## src/rtl/unpack_pkg.sv

```systemverilog
package unpack_pkg;
    // bus size encoding as seen on cfg_width
    typedef enum logic [1:0] {
        SZ_LONG = 2'b00,
        SZ_HALF = 2'b01,
        SZ_BYTE = 2'b10,
        SZ_BYTE_ALT = 2'b11
    } size_e;

    typedef enum logic {
        ST_EMPTY = 1'b0,
        ST_HOLD  = 1'b1
    } ctrl_state_e;
endpackage

```

## src/rtl/unpack_cfg.sv

```systemverilog
module unpack_cfg
    import unpack_pkg::*;
(
    input  logic       clk,
    input  logic       rst_n,
    input  logic       cfg_big_end,
    input  logic [1:0] cfg_width,
    output logic       big_end_q,
    output size_e      size_q
);
    // Tracks the pins while reset is low; frozen once reset is released.
    always_ff @(posedge clk) begin
        if (!rst_n) begin
            big_end_q <= cfg_big_end;
            size_q    <= size_e'(cfg_width);
        end
    end
endmodule

```

## src/rtl/unpack_ctrl.sv

```systemverilog
module unpack_ctrl
    import unpack_pkg::*;
#(
    parameter int IDX_W = 2
) (
    input  logic             clk,
    input  logic             rst_n,
    input  logic             src_valid,
    input  logic             rd_en,
    input  logic [IDX_W-1:0] last_idx,
    output logic             src_ready,
    output logic             hold,
    output logic             load,
    output logic [IDX_W-1:0] idx
);
    ctrl_state_e state, state_nx;
    logic [IDX_W-1:0] idx_nx;
    logic is_last;

    assign is_last = (idx == last_idx);

    // state register
    always_ff @(posedge clk or negedge rst_n) begin
        if (!rst_n) begin
            state <= ST_EMPTY;
            idx   <= '0;
        end else begin
            state <= state_nx;
            idx   <= idx_nx;
        end
    end

    // next state: take, step, drain
    always_comb begin
        state_nx = state;
        idx_nx   = idx;
        unique case (state)
            ST_EMPTY: begin
                if (src_valid) begin
                    state_nx = ST_HOLD;
                    idx_nx   = '0;
                end
            end
            ST_HOLD: begin
                if (rd_en) begin
                    if (is_last) begin
                        state_nx = ST_EMPTY;
                        idx_nx   = '0;
                    end else begin
                        idx_nx = idx + 1'b1;
                    end
                end
            end
            default: state_nx = ST_EMPTY;
        endcase
    end

    // outputs
    always_comb begin
        src_ready = 1'b0;
        hold      = 1'b0;
        load      = 1'b0;
        unique case (state)
            ST_EMPTY: begin
                src_ready = 1'b1;
                load      = src_valid;
            end
            ST_HOLD: hold = 1'b1;
            default: src_ready = 1'b0;
        endcase
    end
endmodule

```

## src/rtl/unpack_mux.sv

```systemverilog
module unpack_mux
    import unpack_pkg::*;
#(
    parameter int LONG_W = 36,
    parameter int IDX_W  = 2
) (
    input  logic [LONG_W-1:0] word,
    input  size_e             size,
    input  logic              big_end,
    input  logic [IDX_W-1:0]  idx,
    input  logic [IDX_W-1:0]  last_idx,
    output logic [LONG_W-1:0] piece
);
    localparam int HALF_W = LONG_W / 2;
    localparam int BYTE_W = LONG_W / 4;

    logic [HALF_W-1:0] halves [2];
    logic [BYTE_W-1:0] bytes  [4];
    logic [IDX_W-1:0]  pos;

    for (genvar h = 0; h < 2; h++) begin : g_half
        assign halves[h] = word[h*HALF_W +: HALF_W];
    end
    for (genvar b = 0; b < 4; b++) begin : g_byte
        assign bytes[b] = word[b*BYTE_W +: BYTE_W];
    end

    // position of the current piece, counted from the least significant end
    assign pos = big_end ? (last_idx - idx) : idx;

    always_comb begin
        piece = '0;
        unique case (size)
            SZ_LONG: piece = word;
            SZ_HALF: piece[HALF_W-1:0] = halves[pos[0]];
            SZ_BYTE, SZ_BYTE_ALT: piece[BYTE_W-1:0] = bytes[pos[1:0]];
            default: piece = word;
        endcase
    end
endmodule

```

## src/rtl/bus_unpacker.sv

```systemverilog
module bus_unpacker
    import unpack_pkg::*;
#(
    parameter int LONG_W = 36
) (
    input  logic              clk,
    input  logic              rst_n,
    input  logic              cfg_big_end,
    input  logic [1:0]        cfg_width,
    input  logic [LONG_W-1:0] src_data,
    input  logic              src_valid,
    output logic              src_ready,
    input  logic              rd_en,
    output logic [LONG_W-1:0] rd_data,
    output logic              rd_valid
);
    localparam int IDX_W = 2;

    logic              big_end_q;
    size_e             size_q;
    logic              load;
    logic              hold;
    logic [IDX_W-1:0]  idx;
    logic [IDX_W-1:0]  last_idx;
    logic [LONG_W-1:0] word_q;

    unpack_cfg u_cfg (
        .clk        (clk),
        .rst_n      (rst_n),
        .cfg_big_end(cfg_big_end),
        .cfg_width  (cfg_width),
        .big_end_q  (big_end_q),
        .size_q     (size_q)
    );

    always_comb begin
        unique case (size_q)
            SZ_LONG: last_idx = 2'd0;
            SZ_HALF: last_idx = 2'd1;
            default: last_idx = 2'd3;
        endcase
    end

    unpack_ctrl #(.IDX_W(IDX_W)) u_ctrl (
        .clk      (clk),
        .rst_n    (rst_n),
        .src_valid(src_valid),
        .rd_en    (rd_en),
        .last_idx (last_idx),
        .src_ready(src_ready),
        .hold     (hold),
        .load     (load),
        .idx      (idx)
    );

    always_ff @(posedge clk or negedge rst_n) begin
        if (!rst_n) word_q <= '0;
        else if (load) word_q <= src_data;
    end

    unpack_mux #(.LONG_W(LONG_W), .IDX_W(IDX_W)) u_mux (
        .word    (word_q),
        .size    (size_q),
        .big_end (big_end_q),
        .idx     (idx),
        .last_idx(last_idx),
        .piece   (rd_data)
    );

    assign rd_valid = hold;
endmodule

```

## config.mk

```make
export PLATFORM = sky130hd
export DESIGN_NAME = bus_unpacker
export DESIGN_NICKNAME = d
export VERILOG_FILES = /design/src/rtl/unpack_pkg.sv /design/src/rtl/unpack_cfg.sv /design/src/rtl/unpack_ctrl.sv /design/src/rtl/unpack_mux.sv /design/src/rtl/bus_unpacker.sv
export SDC_FILE = /design/constraint.sdc
export NUM_CORES = 1
export LEC_CHECK = 0
export BUFFER_PORTS_ARGS = -buffer_cell sky130_fd_sc_hd__buf_2
export CAP_MARGIN = 20
export CORE_MARGIN = 8
export CORE_UTILIZATION = 50
export CTS_BUF_LIST = sky130_fd_sc_hd__clkbuf_8
export DETAILED_ROUTE_END_ITERATION = 8
export MAX_ROUTING_LAYER = met4
export PLACE_DENSITY = 0.78
export SYNTH_ARGS = -nofsm -noshare
export SYNTH_HDL_FRONTEND = slang
export SYNTH_SLANG_ARGS = --single-unit
```

## constraint.sdc

```tcl
create_clock -name clk -period 2.8 [get_ports clk]
set_clock_uncertainty 0.05 [all_clocks]
set_input_delay 0 -clock clk [delete_from_list [all_inputs] [get_ports clk]]
set_output_delay 0 -clock clk [all_outputs]
set_load 0.1 [all_outputs]
```

## Word-level counts from Yosys, hierarchy flattened

Cells that the tools add are included.

| word-level totals | value |
|---|---|
| register bits | 42 |
| bits in latches | 0 |
| bits in writable memories | 0 |
| memory bits (read-only) | 0 |
| logic and storage cells | 43 |
| memories | 0 |

| operators by class | value |
|---|---|
| add/sub/neg operators | 2 |
| multiply operators | 0 |
| div/mod/pow operators | 0 |
| order comparisons | 2 |
| eq/ne operators | 6 |
| shift operators | 0 |
| mux-type cells | 22 |
| bitwise operators | 3 |
| reductions and logical operators | 3 |

Operators with widths:

| operator | count |
|---|---|
| 2-to-1 mux 18 bit | 4 |
| case mux 9 bit (3 select lines) | 1 |
| binary-select mux 9 bit (select 2 bit) | 1 |
| 2-to-1 mux 9 bit | 2 |
| case mux 9 bit (2 select lines) | 1 |
| 2-to-1 mux 2 bit | 4 |
| case mux 2 bit (2 select lines) | 2 |
| 2-to-1 mux 1 bit | 6 |
| == test 2 bit, second input constant | 2 |
| != test 2 bit, second input constant | 2 |
| greater-or-equal comparator 3 bit, second input constant | 1 |
| NOT 2 -> 3 bit | 1 |
| adder 2 x 1 -> 2 bit, second input constant | 1 |
| == test 2 x 1 -> 1 bit, second input constant | 1 |
| == test 2 bit | 1 |
| greater-or-equal comparator 2 bit, second input constant | 1 |
| zero test 2 bit | 1 |
| NOT 1 -> 2 bit | 1 |
| case mux 1 bit (2 select lines) | 1 |
| AND reduction 2 bit | 1 |
| OR reduction 2 bit | 1 |
| subtractor 2 bit | 1 |
| NOT 1 bit | 1 |

## Depth between registers and ports, before layout

| logic depth | value |
|---|---|
| word-level depth | 9 |
| gate-level depth with buffers | 11 |
| gate-level depth less buffers | 6 |

## By module

A second synthesis with hierarchy kept.

| second synthesis, totals | value |
|---|---|
| cells, all modules | 251 |
| area, all modules | 2680.1 um^2 |

By module, submodules not included:

| module | instances | cells an instance | area an instance (um^2) | sequential area each (um^2) |
|---|---|---|---|---|
| bus_unpacker | 1 | 78 | 1500.2 | 900.9 |
| unpack_mux | 1 | 147 | 904.6 | 0.0 |
| unpack_ctrl | 1 | 22 | 181.4 | 75.1 |
| unpack_cfg | 1 | 4 | 93.8 | 90.1 |

## Least setup slack after synthesis

Ideal clock, no wire load.

| timing path | value |
|---|---|
| path kind | register to output |
| start point | register u_cfg.size_q[1] |
| end point | output port rd_data[10] |
| arrival | 3500 ps |
| data required time | 2750 ps |
| slack | -750 ps |
| cell stages (with the launch flop) | 10 |
| buffers on the path | 3 |
| path through | edfxtp_1 -> buf_6 -> buf_2 -> nor2_1 -> clkbuf_1 -> ha_1 -> nand2b_1 -> a21boi_2 -> nand2_1 -> a21oi_1 |

| on the way | value |
|---|---|
| cells in the longest elaborated chain, start to end | 9 |

RTL lines:

| what | RTL line | text |
|---|---|---|
| start, declared | unpack_cfg.sv:9 | `output size_e size_q` |
| start signal, assigned | unpack_cfg.sv:15 | `size_q <= size_e'(cfg_width);` |
| == test 2 x 1 -> 1 bit or zero test 2 bit (tied branches) | unpack_mux.sv:33, bus_unpacker.sv:37 |  |
| case mux 2 bit (2 select lines) | bus_unpacker.sv:37 | `unique case (size_q)` |
| subtractor 2 bit | unpack_mux.sv:29 | `assign pos = big_end ? (last_idx - idx) : idx;` |
| 2-to-1 mux 2 bit | unpack_mux.sv:29 |  |
| NOT 1 -> 2 bit (implied by the code) | unpack_mux.sv:35 | `SZ_HALF: piece[HALF_W-1:0] = halves[pos[0]];` |
| 2-to-1 mux 18 bit (implied by the code) (3 in series) | unpack_mux.sv:35 |  |
| case mux 9 bit (2 select lines) (*) | unpack_mux.sv:33 | `unique case (size)` |
| end, declared | bus_unpacker.sv:14 | `output logic [LONG_W-1:0] rd_data,` |

Every way passes the cells marked *; elsewhere a longest branch is shown, timed or not. The select of a mux whose other input is x is not followed.

## Worst setup path after layout

| timing path | value |
|---|---|
| start point | register u_cfg.size_q[0] |
| end point | output port rd_data[3] |

| on the way | value |
|---|---|
| cells in the longest elaborated chain, start to end | 9 |

RTL lines:

| what | RTL line |
|---|---|
| == test 2 x 1 -> 1 bit or zero test 2 bit (tied branches) | unpack_mux.sv:33, bus_unpacker.sv:37 |
| case mux 2 bit (2 select lines) | bus_unpacker.sv:37 |
| subtractor 2 bit | unpack_mux.sv:29 |
| 2-to-1 mux 2 bit | unpack_mux.sv:29 |
| NOT 2 -> 3 bit (implied by the code) or NOT 1 -> 2 bit (tied branches) | unpack_mux.sv:36, unpack_mux.sv:35 |
| binary-select mux 9 bit (select 2 bit) or 2-to-1 mux 18 bit (tied branches) | unpack_mux.sv:36, unpack_mux.sv:35 |
| 2-to-1 mux 9 bit (implied by the code) or 2-to-1 mux 18 bit (tied branches) (2 in series) | unpack_mux.sv:36, unpack_mux.sv:35 |
| case mux 9 bit (3 select lines) (*) | unpack_mux.sv:33 |

Marked as above.

==> run metrics <==
run status=finished clean; number of vias in the routed layout=2900; Mapped Nets=roughly 370; number of DRC markers after the initial detailed-route iteration=204; width of the die=~95 um; all-layer global routing usage=0.200; R2R depth=4; worst slack, placed=355 ps; clock buffer count from CTS=5; total of endpoints with negative setup slack in the final report=0; power after layout=~5300 uW; pin count of the biggest net entering global routing=77; post-synthesis sequential area ratio=0.339; post-synth cell types=37; input/output buffers=80; Avg WL per Cell=17.1 um; Max Buffers Root-to-Sink=2; num rows=29; count of unresolved DRC violations after routing=0; final period demand of the worst path=about 2600 ps; max-slew headroom at the worst pin=0.590; total internal power=around 2400 uW; post-layout net count=478; P&R area growth vs syn=38.7%; count of clock tree sinks=42; async set-reset flop share out of synthesis=0.929; average cell area after synthesis=9.73 sq um; DIE AREA=9080 sq um; Worst EP arrival=2560 ps; via count of the first global-routing pass=2785; RSZ-0062 raised after global routing=false; ratio of cells with drive above 1 in the final layout=0.375; Setup WS post-layout=192 ps; f_max=383 MHz; Area contributors post-synth=dfrtp_1, mux2_2, or3b_1, nand2_1, nand3b_1; P_leak=0.00181 uW; leading post-synthesis cells by instance count=dfrtp_1, nand2_1, mux2_2; portion of total power attributed to combinational logic=0.653; filler instances=454; number of antenna cells inserted=0; clock tree from TritonCTS=built; I/O pin count=81; clock group share of total power=0.091; CTS root buffer=clkbuf_8; Post-synth EDFFs=3; number of levels the H-tree was split into=2; Sw Ratio=0.546; sequential fraction of design power=0.256; Peak supply drop=0.00106 V; pins over their slew limit=0; post-synthesis register bit count=42; initial antenna violation count=0; clock transition at the register clock pins on the worst setup and hold paths after CTS=90 ps; weighted congestion at the end of routability-driven global placement=0.800; area of the core=6200 sq um; cell area after synthesis=around 3100 sq um; initial core utilization=0.507; transition time of the tightest slew-check pin=between 600 and 700 ps; largest fanout on the critical path=11; type of the most critical hold path=in2async; total number of yosys warnings=0; wire length after detailed routing=around 8800 um; clock latency on the worst-skew pair=290 ps; synthesized instance count=323; kind of critical path=reg2out; global-route wire length before repair=14000 um; antenna-violating nets left=0; Crit path required time=between 2000 and 3000 ps; count leader, synth=dfrtp_1; number of detailed-route iterations in the first pass=4; total grt overflow=0; leading area contributor after synthesis=dfrtp_1; Final Hold Violating Endpoints=0; setup TNS=0 ps; Most used DFF post-synth=dfrtp_1; post-DP HPWL=5760 um; category of the worst setup path capture point=output pin; mean number of vias per cell=5.66; top cell type's share of synthesized area=0.311; Max-cap violations=0; overall die height=approximately 95 um; Hold Slack=about 280 ps; Switching Power=2880 uW; startpoint types=flop; total power divided by cell area=1210 nW/um^2; period utilisation layout=0.931
==> power groups by stage <==
stage | sequential (uW) | clock (uW) | combinational, uW
final | 1350 | 479 | 3440
after floorplan | 1170 | 0 | 2860
after global routing | 1410 | 509 | 3610
after global placement | 1330 | 0 | 3310
after CTS | 1340 | 488 | 3420
after detailed placement | 1350 | 0 | 3360
==> layer usage <==
layer	up-vias	GRT usage	routed length, um
li1	1403	-	-
met1	1415	0.242	3840
met2	77	0.347	4500
met3	5	0.0260	371
met4	0	0.0416	57
met5	-	-	0
==> area by class of cell <==
cell class                      count  area (sq um)  share of cell area
Clock buffer                        5          68.8              0.0158
Timing Repair Buffer              134          1070               0.246
Tap cell                           77          96.3              0.0221
Clock inverter                      3          40.0             0.00918
Inverter                            3          11.3             0.00258
Sequential cell                    42          1070               0.245
Multi-Input combinational cell    248          2000               0.459
==> final timing paths <==
path,from,end,slack [ps]
hold reg to reg,word_q[7]$_DFFE_PN0P_,word_q[7]$_DFFE_PN0P_,520
min in group clk,cfg_big_end,u_cfg.big_end_q$_DFFE_PN_,370
setup / recovery,u_cfg.size_q[0]$_DFFE_PN_,rd_data[3],190
hold / removal,rst_n,word_q[24]$_DFFE_PN0P_,280
setup reg to reg,u_ctrl.idx[1]$_DFFE_PN0P_,u_ctrl.state$_DFF_PN0_,750
max in group asynchronous,rst_n,u_ctrl.idx[1]$_DFFE_PN0P_,2040
==> state kept, by name (all words and copies together) (netlist names) <==
name	count
u_ctrl.state	1
u_ctrl.idx	2
u_cfg.big_end_q	1
word_q	36
u_cfg.size_q	2
==> cells in the final DEF (no fill, tap or decap), types with 10 or more instances in the layout <==
master	count
nand2_1	38
and2_1	18
dfrtp_1	38
nand2b_1	21
mux2_2	37
nand3b_1	18
nor2_1	10
buf_12	10
buf_4	10
buf_2	68
or3b_1	17
dlygate4sd3_1	43
==> what timing repair did <==
item / in CTS / in global routing
hold endpoints to repair: 81 / 0
resized for setup: 0 / 8
hold buffers: 43 / 0
setup buffers: 0 / 1
endpoints found under the setup margin: 0 / 9
==> cells by family (layout without fill, tap and decap cells) <==
| family | count (synthesis) | count (layout) | share of synthesized area |
|---|---|---|---|
| multiplexers | 46 | 46 | 0.165 |
| buffers and inverters | 33 | 145 | 0.0625 |
| AND/OR/NAND/NOR | 137 | 137 | 0.256 |
| flip-flops | 42 | 42 | 0.339 |
| adder cells (fa/ha/maj) | 1 | 1 | 0.00398 |
| XOR/XNOR | 3 | 3 | 0.0167 |
| AO/OA/AOI/OAI | 61 | 61 | 0.157 |
==> worst max-delay path, cell delays in order, from the launching register on <==
cell,delay (ps)
edfxtp_1,450
nor2_1,160
ha_1,260
nand2b_1,170
buf_4,200
a21boi_2,210
mux2_1,350
o211a_2,240
buf_4,230
==> metrics by stage <==
stage                     utilization  cells  instance area, sq um
final                           0.703    512                  4360
after global routing            0.703    512                  4360
after CTS                       0.697    511                  4320
after detailed placement        0.610    460                  3780
after global placement          0.610    460                  3780
after floorplan                     -    323                  3250
Note: power is estimated with default switching activity, not from simulation.
